[config.mk]
export PLATFORM = sky130hd
export DESIGN_NAME = ext_ce_decoder
export DESIGN_NICKNAME = d
export VERILOG_FILES = /design/src/rtl/ced_pkg.sv /design/src/rtl/ced_cfg_regs.sv /design/src/rtl/ced_window.sv /design/src/rtl/ced_addr_mux.sv /design/src/rtl/ced_bank.sv /design/src/rtl/ext_ce_decoder.sv
export SDC_FILE = /design/constraint.sdc
export NUM_CORES = 1
export LEC_CHECK = 0
export BUFFER_PORTS_ARGS = -buffer_cell sky130_fd_sc_hd__buf_2
export CELL_PAD_IN_SITES_DETAIL_PLACEMENT = 1
export CELL_PAD_IN_SITES_GLOBAL_PLACEMENT = 1
export CORE_MARGIN = 3
export CORE_UTILIZATION = 25
export DETAILED_ROUTE_END_ITERATION = 7
export GPL_TIMING_DRIVEN = 0
export MAX_ROUTING_LAYER = met4
export PLACE_DENSITY_LB_ADDON = 0.15
export SETUP_SLACK_MARGIN = 0.4
export SLEW_MARGIN = 20
export SYNTH_ARGS = -nofsm -noshare
export SYNTH_HDL_FRONTEND = slang
export SYNTH_HIERARCHICAL = 1
export SYNTH_SLANG_ARGS = --single-unit
[constraint.sdc]
create_clock -name clk -period 4.5 [get_ports clk]
set_input_delay 0.225 -clock clk [delete_from_list [all_inputs] [get_ports clk]]
set_output_delay 0.225 -clock clk [all_outputs]
set_load 0.05 [all_outputs]
[src/rtl/ced_pkg.sv]
package ced_pkg;
  localparam int FIELD_W = 3;
  typedef logic [FIELD_W-1:0] ced_field_t;

  localparam ced_field_t FIELD_ALL = '1;
  localparam ced_field_t FIELD_OFF = '0;
  // window code used after a reset with the boot ROM enabled
  localparam ced_field_t BOOT_SIZE = 3'd5;
endpackage

[src/rtl/ced_cfg_regs.sv]
module ced_cfg_regs
  import ced_pkg::*;
#(
  parameter int N_BANKS = 2,
  parameter int CFG_AW  = 2,
  parameter int CFG_DW  = 8
) (
  input  logic                        clk,
  input  logic                        rst,
  input  logic                        boot_rom_en,
  input  logic                        cfg_wr,
  input  logic [CFG_AW-1:0]           cfg_addr,
  input  logic [CFG_DW-1:0]           cfg_wdata,
  output ced_field_t                  size_q,
  output ced_field_t [N_BANKS-1:0]    cnt_q
);

  ced_field_t wr_field;
  logic       unused_wdata_hi;

  assign wr_field        = cfg_wdata[FIELD_W-1:0];
  assign unused_wdata_hi = ^cfg_wdata[CFG_DW-1:FIELD_W];

  // field 0: window size
  always_ff @(posedge clk) begin
    if (rst) begin
      size_q <= boot_rom_en ? BOOT_SIZE : FIELD_ALL;
    end else if (cfg_wr && (cfg_addr == CFG_AW'(0))) begin
      size_q <= wr_field;
    end
  end

  // fields 1..N_BANKS: enable count per bank
  for (genvar b = 0; b < N_BANKS; b++) begin : g_cnt
    localparam ced_field_t RST_PLAIN = (b == 0) ? FIELD_ALL : FIELD_OFF;
    ced_field_t cnt_r;

    always_ff @(posedge clk) begin
      if (rst) begin
        cnt_r <= boot_rom_en ? FIELD_ALL : RST_PLAIN;
      end else if (cfg_wr && (cfg_addr == CFG_AW'(b + 1))) begin
        cnt_r <= wr_field;
      end
    end

    assign cnt_q[b] = cnt_r;
  end

endmodule

[src/rtl/ced_window.sv]
module ced_window
  import ced_pkg::*;
#(
  parameter int ADDR_W      = 24,
  parameter int BASE_SHIFT  = 15,
  parameter int N_ADDR_PINS = 6,
  parameter int IDX_W       = ADDR_W - BASE_SHIFT
) (
  input  ced_field_t              size_q,
  input  logic [ADDR_W-1:0]       bus_addr,
  output logic [IDX_W-1:0]        idx,
  output logic [N_ADDR_PINS-1:0]  line_mask
);

  localparam int SH_W = $clog2(ADDR_W);
  localparam int LN_W = $clog2(N_ADDR_PINS + 1);

  logic [SH_W-1:0] sh;
  logic [LN_W-1:0] lines;

  // window width and number of upper address lines for each size code
  always_comb begin
    if (size_q == FIELD_OFF) begin
      sh    = SH_W'(BASE_SHIFT);
      lines = '0;
    end else if (int'(size_q) >= N_ADDR_PINS) begin
      sh    = SH_W'(BASE_SHIFT + 1 + N_ADDR_PINS);
      lines = LN_W'(N_ADDR_PINS);
    end else begin
      sh    = SH_W'(BASE_SHIFT + 1 + int'(size_q));
      lines = LN_W'(size_q);
    end
  end

  assign idx = IDX_W'(bus_addr >> sh);

  for (genvar j = 0; j < N_ADDR_PINS; j++) begin : g_mask
    assign line_mask[j] = (LN_W'(j) < lines);
  end

endmodule

[src/rtl/ced_addr_mux.sv]
module ced_addr_mux #(
  parameter int N_ADDR_PINS = 6
) (
  input  logic [N_ADDR_PINS-1:0] line_mask,
  input  logic [N_ADDR_PINS-1:0] hi_addr,
  input  logic [N_ADDR_PINS-1:0] gpio_addr,
  output logic [N_ADDR_PINS-1:0] pin_addr
);

  for (genvar j = 0; j < N_ADDR_PINS; j++) begin : g_pin
    assign pin_addr[j] = line_mask[j] ? hi_addr[j] : gpio_addr[j];
  end

endmodule

[src/rtl/ced_bank.sv]
module ced_bank
  import ced_pkg::*;
#(
  parameter int PINS     = 4,
  parameter int BANK_IDX = 0,
  parameter int IDX_W    = 9
) (
  input  ced_field_t        cnt,
  input  logic [IDX_W-1:0]  idx,
  input  logic              strobe,
  input  logic [PINS-1:0]   gpio,
  output logic [PINS-1:0]   pin,
  output logic [PINS-1:0]   en
);

  localparam int SEL_W = FIELD_W - 1;

  // top bit of the count turns the bank on; low bits name its last pin
  for (genvar k = 0; k < PINS; k++) begin : g_ce
    logic hit;
    assign en[k]  = cnt[FIELD_W-1] && (SEL_W'(k) <= cnt[SEL_W-1:0]);
    assign hit    = strobe && (idx == IDX_W'(BANK_IDX * PINS + k));
    assign pin[k] = en[k] ? ~hit : gpio[k];
  end

endmodule

[src/rtl/ext_ce_decoder.sv]
module ext_ce_decoder
  import ced_pkg::*;
#(
  parameter int ADDR_W      = 24,
  parameter int BASE_SHIFT  = 15,
  parameter int N_ADDR_PINS = 6,
  parameter int N_BANKS     = 2,
  parameter int CE_PER_BANK = 4,
  parameter int CFG_AW      = 2,
  parameter int CFG_DW      = 8
) (
  input  logic                            clk,
  input  logic                            rst,
  input  logic                            boot_rom_en,
  input  logic                            cfg_wr,
  input  logic [CFG_AW-1:0]               cfg_addr,
  input  logic [CFG_DW-1:0]               cfg_wdata,
  input  logic [ADDR_W-1:0]               bus_addr,
  input  logic                            bus_strobe,
  input  logic [N_ADDR_PINS-1:0]          gpio_addr,
  input  logic [N_BANKS*CE_PER_BANK-1:0]  gpio_ce,
  output logic [N_ADDR_PINS-1:0]          pin_addr,
  output logic [N_BANKS*CE_PER_BANK-1:0]  pin_ce
);

  localparam int IDX_W        = ADDR_W - BASE_SHIFT;
  localparam int N_CE         = N_BANKS * CE_PER_BANK;
  localparam int ADDR_PIN_LSB = BASE_SHIFT + 1;

  ced_field_t                 size_q;
  ced_field_t [N_BANKS-1:0]   cnt_q;
  logic [IDX_W-1:0]           idx;
  logic [N_ADDR_PINS-1:0]     line_mask;
  logic [N_CE-1:0]            ce_en_mask;

  ced_cfg_regs #(
    .N_BANKS (N_BANKS),
    .CFG_AW  (CFG_AW),
    .CFG_DW  (CFG_DW)
  ) u_cfg (
    .clk         (clk),
    .rst         (rst),
    .boot_rom_en (boot_rom_en),
    .cfg_wr      (cfg_wr),
    .cfg_addr    (cfg_addr),
    .cfg_wdata   (cfg_wdata),
    .size_q      (size_q),
    .cnt_q       (cnt_q)
  );

  ced_window #(
    .ADDR_W      (ADDR_W),
    .BASE_SHIFT  (BASE_SHIFT),
    .N_ADDR_PINS (N_ADDR_PINS),
    .IDX_W       (IDX_W)
  ) u_win (
    .size_q    (size_q),
    .bus_addr  (bus_addr),
    .idx       (idx),
    .line_mask (line_mask)
  );

  ced_addr_mux #(
    .N_ADDR_PINS (N_ADDR_PINS)
  ) u_amux (
    .line_mask (line_mask),
    .hi_addr   (bus_addr[ADDR_PIN_LSB +: N_ADDR_PINS]),
    .gpio_addr (gpio_addr),
    .pin_addr  (pin_addr)
  );

  for (genvar b = 0; b < N_BANKS; b++) begin : g_bank
    ced_bank #(
      .PINS     (CE_PER_BANK),
      .BANK_IDX (b),
      .IDX_W    (IDX_W)
    ) u_bank (
      .cnt    (cnt_q[b]),
      .idx    (idx),
      .strobe (bus_strobe),
      .gpio   (gpio_ce[b*CE_PER_BANK +: CE_PER_BANK]),
      .pin    (pin_ce[b*CE_PER_BANK +: CE_PER_BANK]),
      .en     (ce_en_mask[b*CE_PER_BANK +: CE_PER_BANK])
    );
  end

endmodule

==> results of run 1 <==
-- worst max-delay path, stage by stage (launching register included) --
cell,delay [ps]
sky130_fd_sc_hd__edfxtp_1,330
sky130_fd_sc_hd__buf_6,150
sky130_fd_sc_hd__mux4_1,540
sky130_fd_sc_hd__nor2b_1,150
sky130_fd_sc_hd__or4_4,520
sky130_fd_sc_hd__nor3b_2,240
sky130_fd_sc_hd__a31oi_1,130
sky130_fd_sc_hd__buf_2,230
-- through the flow --
| stage | cells | util |
|---|---|---|
| after global routing | 216 | 0.358 |
| final | 216 | 0.358 |
| after detailed placement | 212 | 0.347 |
| after floorplan | 118 | - |
| after CTS | 216 | 0.358 |
| after global placement | 212 | 0.347 |
-- layer usage --
layer  up-vias  GRT usage  part of all wire
met5         -          -                 0
met1       511      0.175              0.46
met2        33      0.193              0.48
met4         0     0.0438            0.0099
met3         4     0.0241             0.049
li1        536          -                 -
-- worst max path at each step --
stage,from,endpoint,slack (ps),depth (start not counted)
4_1_cts,u_cfg/size_q[0],pin_ce[4],1740,7
6_report,u_cfg/size_q[0],pin_ce[6],1750,7
3_5_place_dp,u_cfg/size_q[0],pin_ce[4],1990,7
5_1_grt,u_cfg/size_q[0],pin_ce[6],1630,7
2_1_floorplan,u_cfg/size_q[0],pin_ce[0],2040,6
3_3_place_gp,u_cfg/size_q[0],pin_ce[6],2000,7
-- sequential cells by signal, summed over array words and instances, names as in the netlist --
signal             flops
u_cfg/g_cnt.cnt_r      6
u_cfg/size_q           3
-- area by class of cell --
type,instances,area [um2]
Buffer,7,46.3
Sequential cell,9,240
Clock buffer,4,45.0
Multi-Input combinational cell,95,733
Fill cell,487,2470
Timing Repair Buffer,46,230
Inverter,7,26.3
Tap cell,48,60.1
-- power groups by stage --
stage,Clock (mW),Sequential (mW),Combinational [mW]
after floorplan,0,0.101,0.139
after global placement,0,0.103,0.183
after detailed placement,0,0.103,0.187
after CTS,0.0931,0.102,0.188
after global routing,0.100,0.103,0.202
final,0.0896,0.102,0.187
==> impl_metrics.yaml, run 1 <==
detailed_routing:
  firstDrtPassIters: 4
  detail_route.wl_per_cell_um: 14.4
  post-route-drc-count: 0
  vias_after_detailed_routing: 1084
  wirelength_mm: 3.12
  starting_drc_count_in_detailed_routing: 22
  antenna_left: 0
  routed_via_density: 5.02
clock_tree:
  number_of_buffers_created_by_cts: 3
  ctsRootBufferMaster: "sky130_fd_sc_hd__clkbuf_8"
  post-cts-setup-buffers: 0
  cts_buffer_depth: 2
  ctsHtreeMaxLevel: 1
  clock_insertion_delay_worst_skew_ps: 220
  holdBufCountCts: 0
  clk_pin_slew_ps: 40
  tritoncts: "yes"
  cts_sinks: 9
  cts_resized: 0
min_path:
  worstHoldPathType: "in2reg"
  hold_path_depth: 3
  worstHoldStart: "cfg_wdata[2]"
  endpoint_of_the_worst_hold_timing_path: "u_cfg/g_cnt[0].cnt_r[2]"
power_and_ir_drop:
  max-vdd-ir-drop_mv: 0.187
  power.share.sequential: 0.269
  power.clock.fraction: 0.237
  net-switching-power_uw: 144
  internal-power_uw: 233
  cellPowerDensity_nw_per_um2: 274
  total_leakage_power_nw: 0.638
  total_chip_power_uw: 378
  combinationalPowerShare: 0.494
  power_switching_share: 0.382
grt:
  antenna_violations_before_repair: 0
  first_global_vias: 1064
  grtUsageTotal: 0.129
  grt_max_degree: 11
  grt_pass1_wl_mm: 5.16
  global_route.overflow_total: 0
floorplanning:
  core_area_um2: 3850
  die_area_um2: 5000
  start_util: 0.271
  number_of_standard_cell_rows_in_the_floorplan: 22
  chipHeight_um: 70.7
  width_of_the_chip_um: 70.7
  boundaryPins: 67
logic_synthesis:
  syn_inst: 118
  post_synth.cell_area_avg_um2: 8.86
  syn-num-nets: 171
  syn-cell-area_um2: 1050
  synth-warning-count: 6
sta:
  timing.final.setup_violations: 0
  timing.max_slew.rel_slack: 0.684
  grt_setup_unrepaired: "false"
  worst-slew-pin-transition_ps: 468
  report.final.hold_viol_count: 0
  timing.final.ws_setup_ps: 1750
  final.period_utilization: 0.610
  report.final.slew_viol_count: 0
  fin_worst_hold_slack_ps: 301
  skew_ps: 0
  timing.final.crit_period_ps: 2750
  setup-tns-final_ps: 0
  fmaxAchievable_mhz: 364
setup_path:
  worst_r2r_path_depth: 2
  worst-r2r-setup-slack_ps: 3810
  reg2reg_end: "u_cfg/g_cnt[0].cnt_r[2]"
  type_of_element_capturing_the_critical_path: "output pin"
  crit_path_start_kind: "flop"
  worstSetupPathType: "reg2out"
  critical_path_required_ps: 4280
  critical_path.max_fanout: 9
  critPathArrivalTime_ps: 2520
  critical_path.reg2reg.startpoint: "u_cfg/g_cnt[0].cnt_r[2]"
final_layout:
  finish.instance_area_um2: 1380
  drive_gt1_frac: 0.423
  layout_common_cells: "sky130_fd_sc_hd__buf_2, sky130_fd_sc_hd__nor2_1, sky130_fd_sc_hd__a31oi_1, sky130_fd_sc_hd__mux2i_1"
  syn_to_final_growth_pct: 32.1
  antenna_cells: 0
  commonest_non_fill_non_tap_cell_in_the_layout: "sky130_fd_sc_hd__buf_2"
  nets: 222
run:
  cap_viol_max_count: 0
placement:
  place.gp.congestion: 0.852
  placement.cell_area_um2: 1340
  place.detailed.hpwl_mm: 2.61
  io_buffers: 46
  dp_worst_setup_slack_ps: 1990
status:
  status: "completed"
Power figures use the tool's default switching activity.
==> run 2, diff against run 1 <==
clock period = 2.5 ns   (was 4.5 ns; I/O delays follow)
==> impl_metrics.yaml, run 2 (synthesis gave the netlist of run 1 again) <==
status:
  status: "finished, violations left"
  violations: "setup timing"
clock_tree:
  ctsHtreeMaxLevel: 1
  clock_insertion_delay_worst_skew_ps: 230
  cts_sinks: 9
  number_of_buffers_created_by_cts: 3
  cts_buffer_depth: 2
  tritoncts: "yes"
  clk_pin_slew_ps: 40
  ctsRootBufferMaster: "sky130_fd_sc_hd__clkbuf_8"
setup_path:
  worstSetupPathType: "reg2out"
  crit_path_cell_trace: "buf_6, mux4_2, nor2b_4, or4_4, nor3b_4, a31oi_4, buf_6"
  crit_path_start_kind: "flop"
  critPathArrivalTime_ps: 2430
  worst_r2r_path_depth: 2
  critical_path.reg2reg.startpoint: "u_cfg/g_cnt[0].cnt_r[2]"
  crit_path_start: "u_cfg/size_q[0]"
  endpoint: "pin_ce[2]"
  worst_path_most_repeated_cell: "sky130_fd_sc_hd__buf_6"
  reg2reg_end: "u_cfg/g_cnt[0].cnt_r[2]"
  critical_path.max_fanout: 6
  critical_path.max_stage_delay_ps: 500
  worst-r2r-setup-slack_ps: 1780
  worst_path_max_delay_cell: "sky130_fd_sc_hd__or4_4"
  critical_path_required_ps: 2380
  type_of_element_capturing_the_critical_path: "output pin"
sta:
  fin_worst_hold_slack_ps: 199
  final.period_utilization: 1.02
  timing.final.setup_violations: 4
  report.final.slew_viol_count: 0
  worst-slew-pin-transition_ps: 387
  timing.final.ws_setup_ps: -57.1
  grt_setup_unrepaired: "true"
  report.final.hold_viol_count: 0
  skew_ps: 0
  timing.final.crit_period_ps: 2560
  fmaxAchievable_mhz: 391
  timing.max_slew.rel_slack: 0.742
  setup-tns-final_ps: -198
detailed_routing:
  post-route-drc-count: 0
  routedLengthMet1_mm: 1.44
  firstDrtPassIters: 4
  routed_via_density: 5.01
  detail_route.wl_per_cell_um: 15.4
  vias_after_detailed_routing: 1107
  met3RoutedLength_um: 109
  wirelength_mm: 3.41
  starting_drc_count_in_detailed_routing: 37
  antenna_left: 0
  wl_met2_mm: 1.86
  highest_layer: "met3"
grt:
  first_global_vias: 1087
  global_route.overflow_total: 0
  grt_pass1_wl_mm: 5.24
  antenna_violations_before_repair: 0
  grt_max_degree: 11
  grtUsageTotal: 0.132
min_path:
  worstHoldPathType: "in2reg"
run:
  cap_viol_max_count: 0
power_and_ir_drop:
  max-vdd-ir-drop_mv: 0.309
  total_leakage_power_nw: 0.726
  cellPowerDensity_nw_per_um2: 482
  total_chip_power_uw: 800
placement:
  place.detailed.hpwl_mm: 2.68
  io_buffers: 46
  dp_worst_setup_slack_ps: 77.8
  place.gp.congestion: 0.759
  placed_cells_incl_taps: 212
final_layout:
  final-instance-count-excl-fill: 221
  syn_to_final_growth_pct: 58.6
  commonest_non_fill_non_tap_cell_in_the_layout: "sky130_fd_sc_hd__buf_2"
  antenna_cells: 0
  layout_common_cells: "sky130_fd_sc_hd__buf_2, sky130_fd_sc_hd__nor2_1, sky130_fd_sc_hd__buf_6"
  nets: 227
  biggestRegsByFlops: "u_cfg/g_cnt.cnt_r: 6 flops, u_cfg/size_q: 3 flops"
  largest-register: "u_cfg/g_cnt.cnt_r"
  largest_reg_flops: 6
  drive_gt1_frac: 0.549
  fillerInstances: 453
floorplanning:
  chipHeight_um: 70.7
  boundaryPins: 67
  number_of_standard_cell_rows_in_the_floorplan: 22
  die_area_um2: 5000
  core_area_um2: 3850
  width_of_the_chip_um: 70.7
  start_util: 0.271
-- run 2: changes by cell type in the layout (fill, tap and decap cells not counted), sizes merged --
cell / delta
buf: +4
clkbuf: +1
-- run 2: worst max-delay path: cells and delay by family (launching register included) --
family	cells	cell delay (ps)
buf+inv	2	290
compound gates	1	130
simple gates	3	960
flops	1	330
mux	1	480
-- run 2: per-layer routing --
layer	global-route usage	up-vias
met4	0.0313	0
met2	0.230	22
met1	0.163	538
met3	0.0142	0
met5	-	-
li1	-	547
-- run 2: timing repair --
item / in CTS / in global routing
setup buffers: 3 / 2
hold buffers: 0 / 0
endpoints found under the setup margin: 8 / 9
cloned: 0 / 0
pin swaps: 5 / 3
resized for setup: 19 / 13
-- run 2: final cells by class --
class / instances / area (um2) / share of cell area
multi-input cells: 95 / 918 / 0.554
repair buffers: 51 / 318 / 0.192
flip-flops and latches: 9 / 240 / 0.145
well taps: 48 / 60.1 / 0.0362
plain buffers: 7 / 51.3 / 0.0309
clock buffers: 4 / 45.0 / 0.0271
inverters: 7 / 26.3 / 0.0158
-- run 2: power by group --
group	switching, mW	leakage, nW	internal, mW	total (mW)
registers	0.0114	0.0838	0.174	0.185
logic	0.253	0.619	0.197	0.450
clock network	0.0539	0.0228	0.111	0.165
-- run 2: stage by stage --
stage	cell area, um2	utilization
final	1660	0.431
after global routing	1660	0.431
after floorplan	1170	-
after CTS	1610	0.417
after detailed placement	1460	0.380
after global placement	1460	0.380
-- run 2: worst min path at each step --
stage	from	to	slack [ps]	depth (start not counted)
final	cfg_wdata[2]	u_cfg/size_q[2]	200	3
after detailed placement	cfg_wdata[2]	u_cfg/size_q[2]	440	3
after CTS	cfg_wdata[2]	u_cfg/size_q[2]	190	3
after floorplan	rst	u_cfg/g_cnt[0].cnt_r[1]	290	2
after global routing	cfg_wdata[0]	u_cfg/size_q[0]	200	3
after global placement	cfg_wdata[1]	u_cfg/g_cnt[0].cnt_r[1]	430	3
==> run 3, diff against run 2 <==
TNS_END_PERCENT = 30   (was not set)
==> impl_metrics.yaml, run 3 (synthesis gave the netlist of run 1 again) <==
status:
  status: "finished, violations left"
  violations: "setup timing"
sta:
  timing.final.setup_violations: 5
  grt_setup_unrepaired: "true"
  fmaxAchievable_mhz: 389
  final.period_utilization: 1.03
  report.final.slew_viol_count: 0
  report.final.hold_viol_count: 0
  setup-tns-final_ps: -229
  worst-slew-pin-transition_ps: 449
  timing.final.crit_period_ps: 2570
  timing.max_slew.rel_slack: 0.698
  skew_ps: 0
  timing.final.ws_setup_ps: -73.1
clock_tree:
  tritoncts: "yes"
  cts_sinks: 9
  clk_pin_slew_ps: 40
  ctsRootBufferMaster: "sky130_fd_sc_hd__clkbuf_8"
  ctsHtreeMaxLevel: 1
  cts_buffer_depth: 2
  holdBufCountCts: 0
  number_of_buffers_created_by_cts: 3
  clock_insertion_delay_worst_skew_ps: 230
floorplanning:
  width_of_the_chip_um: 70.7
  die_area_um2: 5000
  core_area_um2: 3850
  chipHeight_um: 70.7
  boundaryPins: 67
  number_of_standard_cell_rows_in_the_floorplan: 22
  start_util: 0.271
placement:
  placement.cell_area_um2: 1460
  place.detailed.hpwl_mm: 2.68
  placed_cells_incl_taps: 212
  dp_worst_setup_slack_ps: 68.8
  place.gp.congestion: 0.759
  io_buffers: 46
detailed_routing:
  starting_drc_count_in_detailed_routing: 39
  post-route-drc-count: 0
  detail_route.wl_per_cell_um: 15.1
  routed_via_density: 4.97
  wirelength_mm: 3.30
  vias_after_detailed_routing: 1088
  antenna_left: 0
  firstDrtPassIters: 4
final_layout:
  largest-register: "u_cfg/g_cnt.cnt_r"
  layout_common_cells: "sky130_fd_sc_hd__buf_2, sky130_fd_sc_hd__nor2_1, sky130_fd_sc_hd__mux2i_1"
  commonest_non_fill_non_tap_cell_in_the_layout: "sky130_fd_sc_hd__buf_2"
  multi_input_area_um2: 903
  nets: 225
  fillerInstances: 475
  finish.instance_area_um2: 1620
  drive_gt1_frac: 0.538
  biggestRegsByFlops: "u_cfg/g_cnt.cnt_r: 6 flops, u_cfg/size_q: 3 flops"
  final-instance-count-excl-fill: 219
  antenna_cells: 0
  ff_latch_area_um2: 240
  largest_reg_flops: 6
  syn_to_final_growth_pct: 54.7
setup_path:
  worst_path_most_repeated_cell: "sky130_fd_sc_hd__buf_6"
  critical_path_required_ps: 2380
  critical_path.max_fanout: 5
  crit_path_start: "u_cfg/size_q[0]"
  worst_r2r_path_depth: 2
  worst_path_max_delay_cell: "sky130_fd_sc_hd__or4_4"
  reg2reg_end: "u_cfg/g_cnt[0].cnt_r[2]"
  critical_path.reg2reg.startpoint: "u_cfg/g_cnt[0].cnt_r[2]"
  critPathArrivalTime_ps: 2450
  crit_path_start_kind: "flop"
  worst-r2r-setup-slack_ps: 1780
  type_of_element_capturing_the_critical_path: "output pin"
  crit_path_cell_trace: "buf_6, mux4_2, nor2b_4, or4_4, nor3b_4, a31oi_4, buf_6"
  worstSetupPathType: "reg2out"
  critical_path.max_stage_delay_ps: 500
grt:
  grt_max_degree: 11
  grt_pass1_wl_mm: 5.32
  first_global_vias: 1124
  global_route.overflow_total: 0
  antenna_violations_before_repair: 0
  grtUsageTotal: 0.133
power_and_ir_drop:
  total_leakage_power_nw: 0.704
  cellPowerDensity_nw_per_um2: 482
  net-switching-power_uw: 309
  internal-power_uw: 471
  power.share.sequential: 0.237
  power.clock.fraction: 0.211
  max-vdd-ir-drop_mv: 0.306
  combinationalPowerShare: 0.552
  power_switching_share: 0.396
run:
  cap_viol_max_count: 0
min_path:
  endpoint_of_the_worst_hold_timing_path: "u_cfg/size_q[0]"
  worstHoldStart: "cfg_wdata[0]"
  hold_path_depth: 3
  worstHoldPathType: "in2reg"
==> run 3: cell types whose count changed in the layout (fill, tap and decap cells not counted), sizes merged <==
cell | previous run | this run
buf | 56 | 53
clkbuf | 6 | 7
==> run 3: final cells by class <==
type / count / area share
Tap cell: 48 / 0.0371
Buffer: 7 / 0.0333
Inverter: 7 / 0.0162
Clock buffer: 4 / 0.0278
Timing Repair Buffer: 49 / 0.179
Sequential cell: 9 / 0.148
Multi-Input combinational cell: 95 / 0.558
==> run 3: repair_timing <==
action,4_1_cts,5_1_grt
endpoints found under the setup margin,8,9
resized for setup,14,10
setup buffers,2,1
cloned,0,0
pin swaps,3,3
==> run 3: power groups by stage <==
stage	registers, mW	clock network, mW	logic (mW)
3_3_place_gp	0.187	0	0.376
4_1_cts	0.185	0.173	0.412
5_1_grt	0.187	0.182	0.460
6_report	0.185	0.165	0.430
3_5_place_dp	0.188	0	0.383
2_1_floorplan	0.184	0	0.296
==> run 3: how the worst max path moves through the flow <==
stage / to / slack (ps) / depth (start not counted)
finish: pin_ce[2] / -70 / 7
global route: pin_ce[2] / -170 / 7
CTS: pin_ce[2] / -80 / 7
detailed placement: pin_ce[2] / 70 / 7
floorplan: pin_ce[0] / 280 / 6
global placement: pin_ce[2] / 90 / 7
==> run 3: metal layers <==
metal  global-route usage  vias to the layer above  share of wire  wire (um)
li1                     -                      542              -          -
met1                0.160                      520           0.42       1380
met2                0.239                       26           0.55       1800
met3               0.0114                        0          0.033        108
met4               0.0313                        0              0          0
met5                    -                        -              0          0
==> run 3: through the flow <==
stage                      util  hold slack (ps)  power, mW
final                     0.420              194      0.780
after global placement    0.380              432      0.563
after CTS                 0.409              191      0.771
after detailed placement  0.380              438      0.571
after floorplan               -              291      0.479
after global routing      0.420              193      0.828
==> run 3: critical path, delay by kind of cell (launching register included) <==
| family | cells | cell delay [ps] |
|---|---|---|
| buf+inv | 2 | 290 |
| compound gates | 1 | 130 |
| mux | 1 | 490 |
| simple gates | 3 | 970 |
| flops | 1 | 330 |
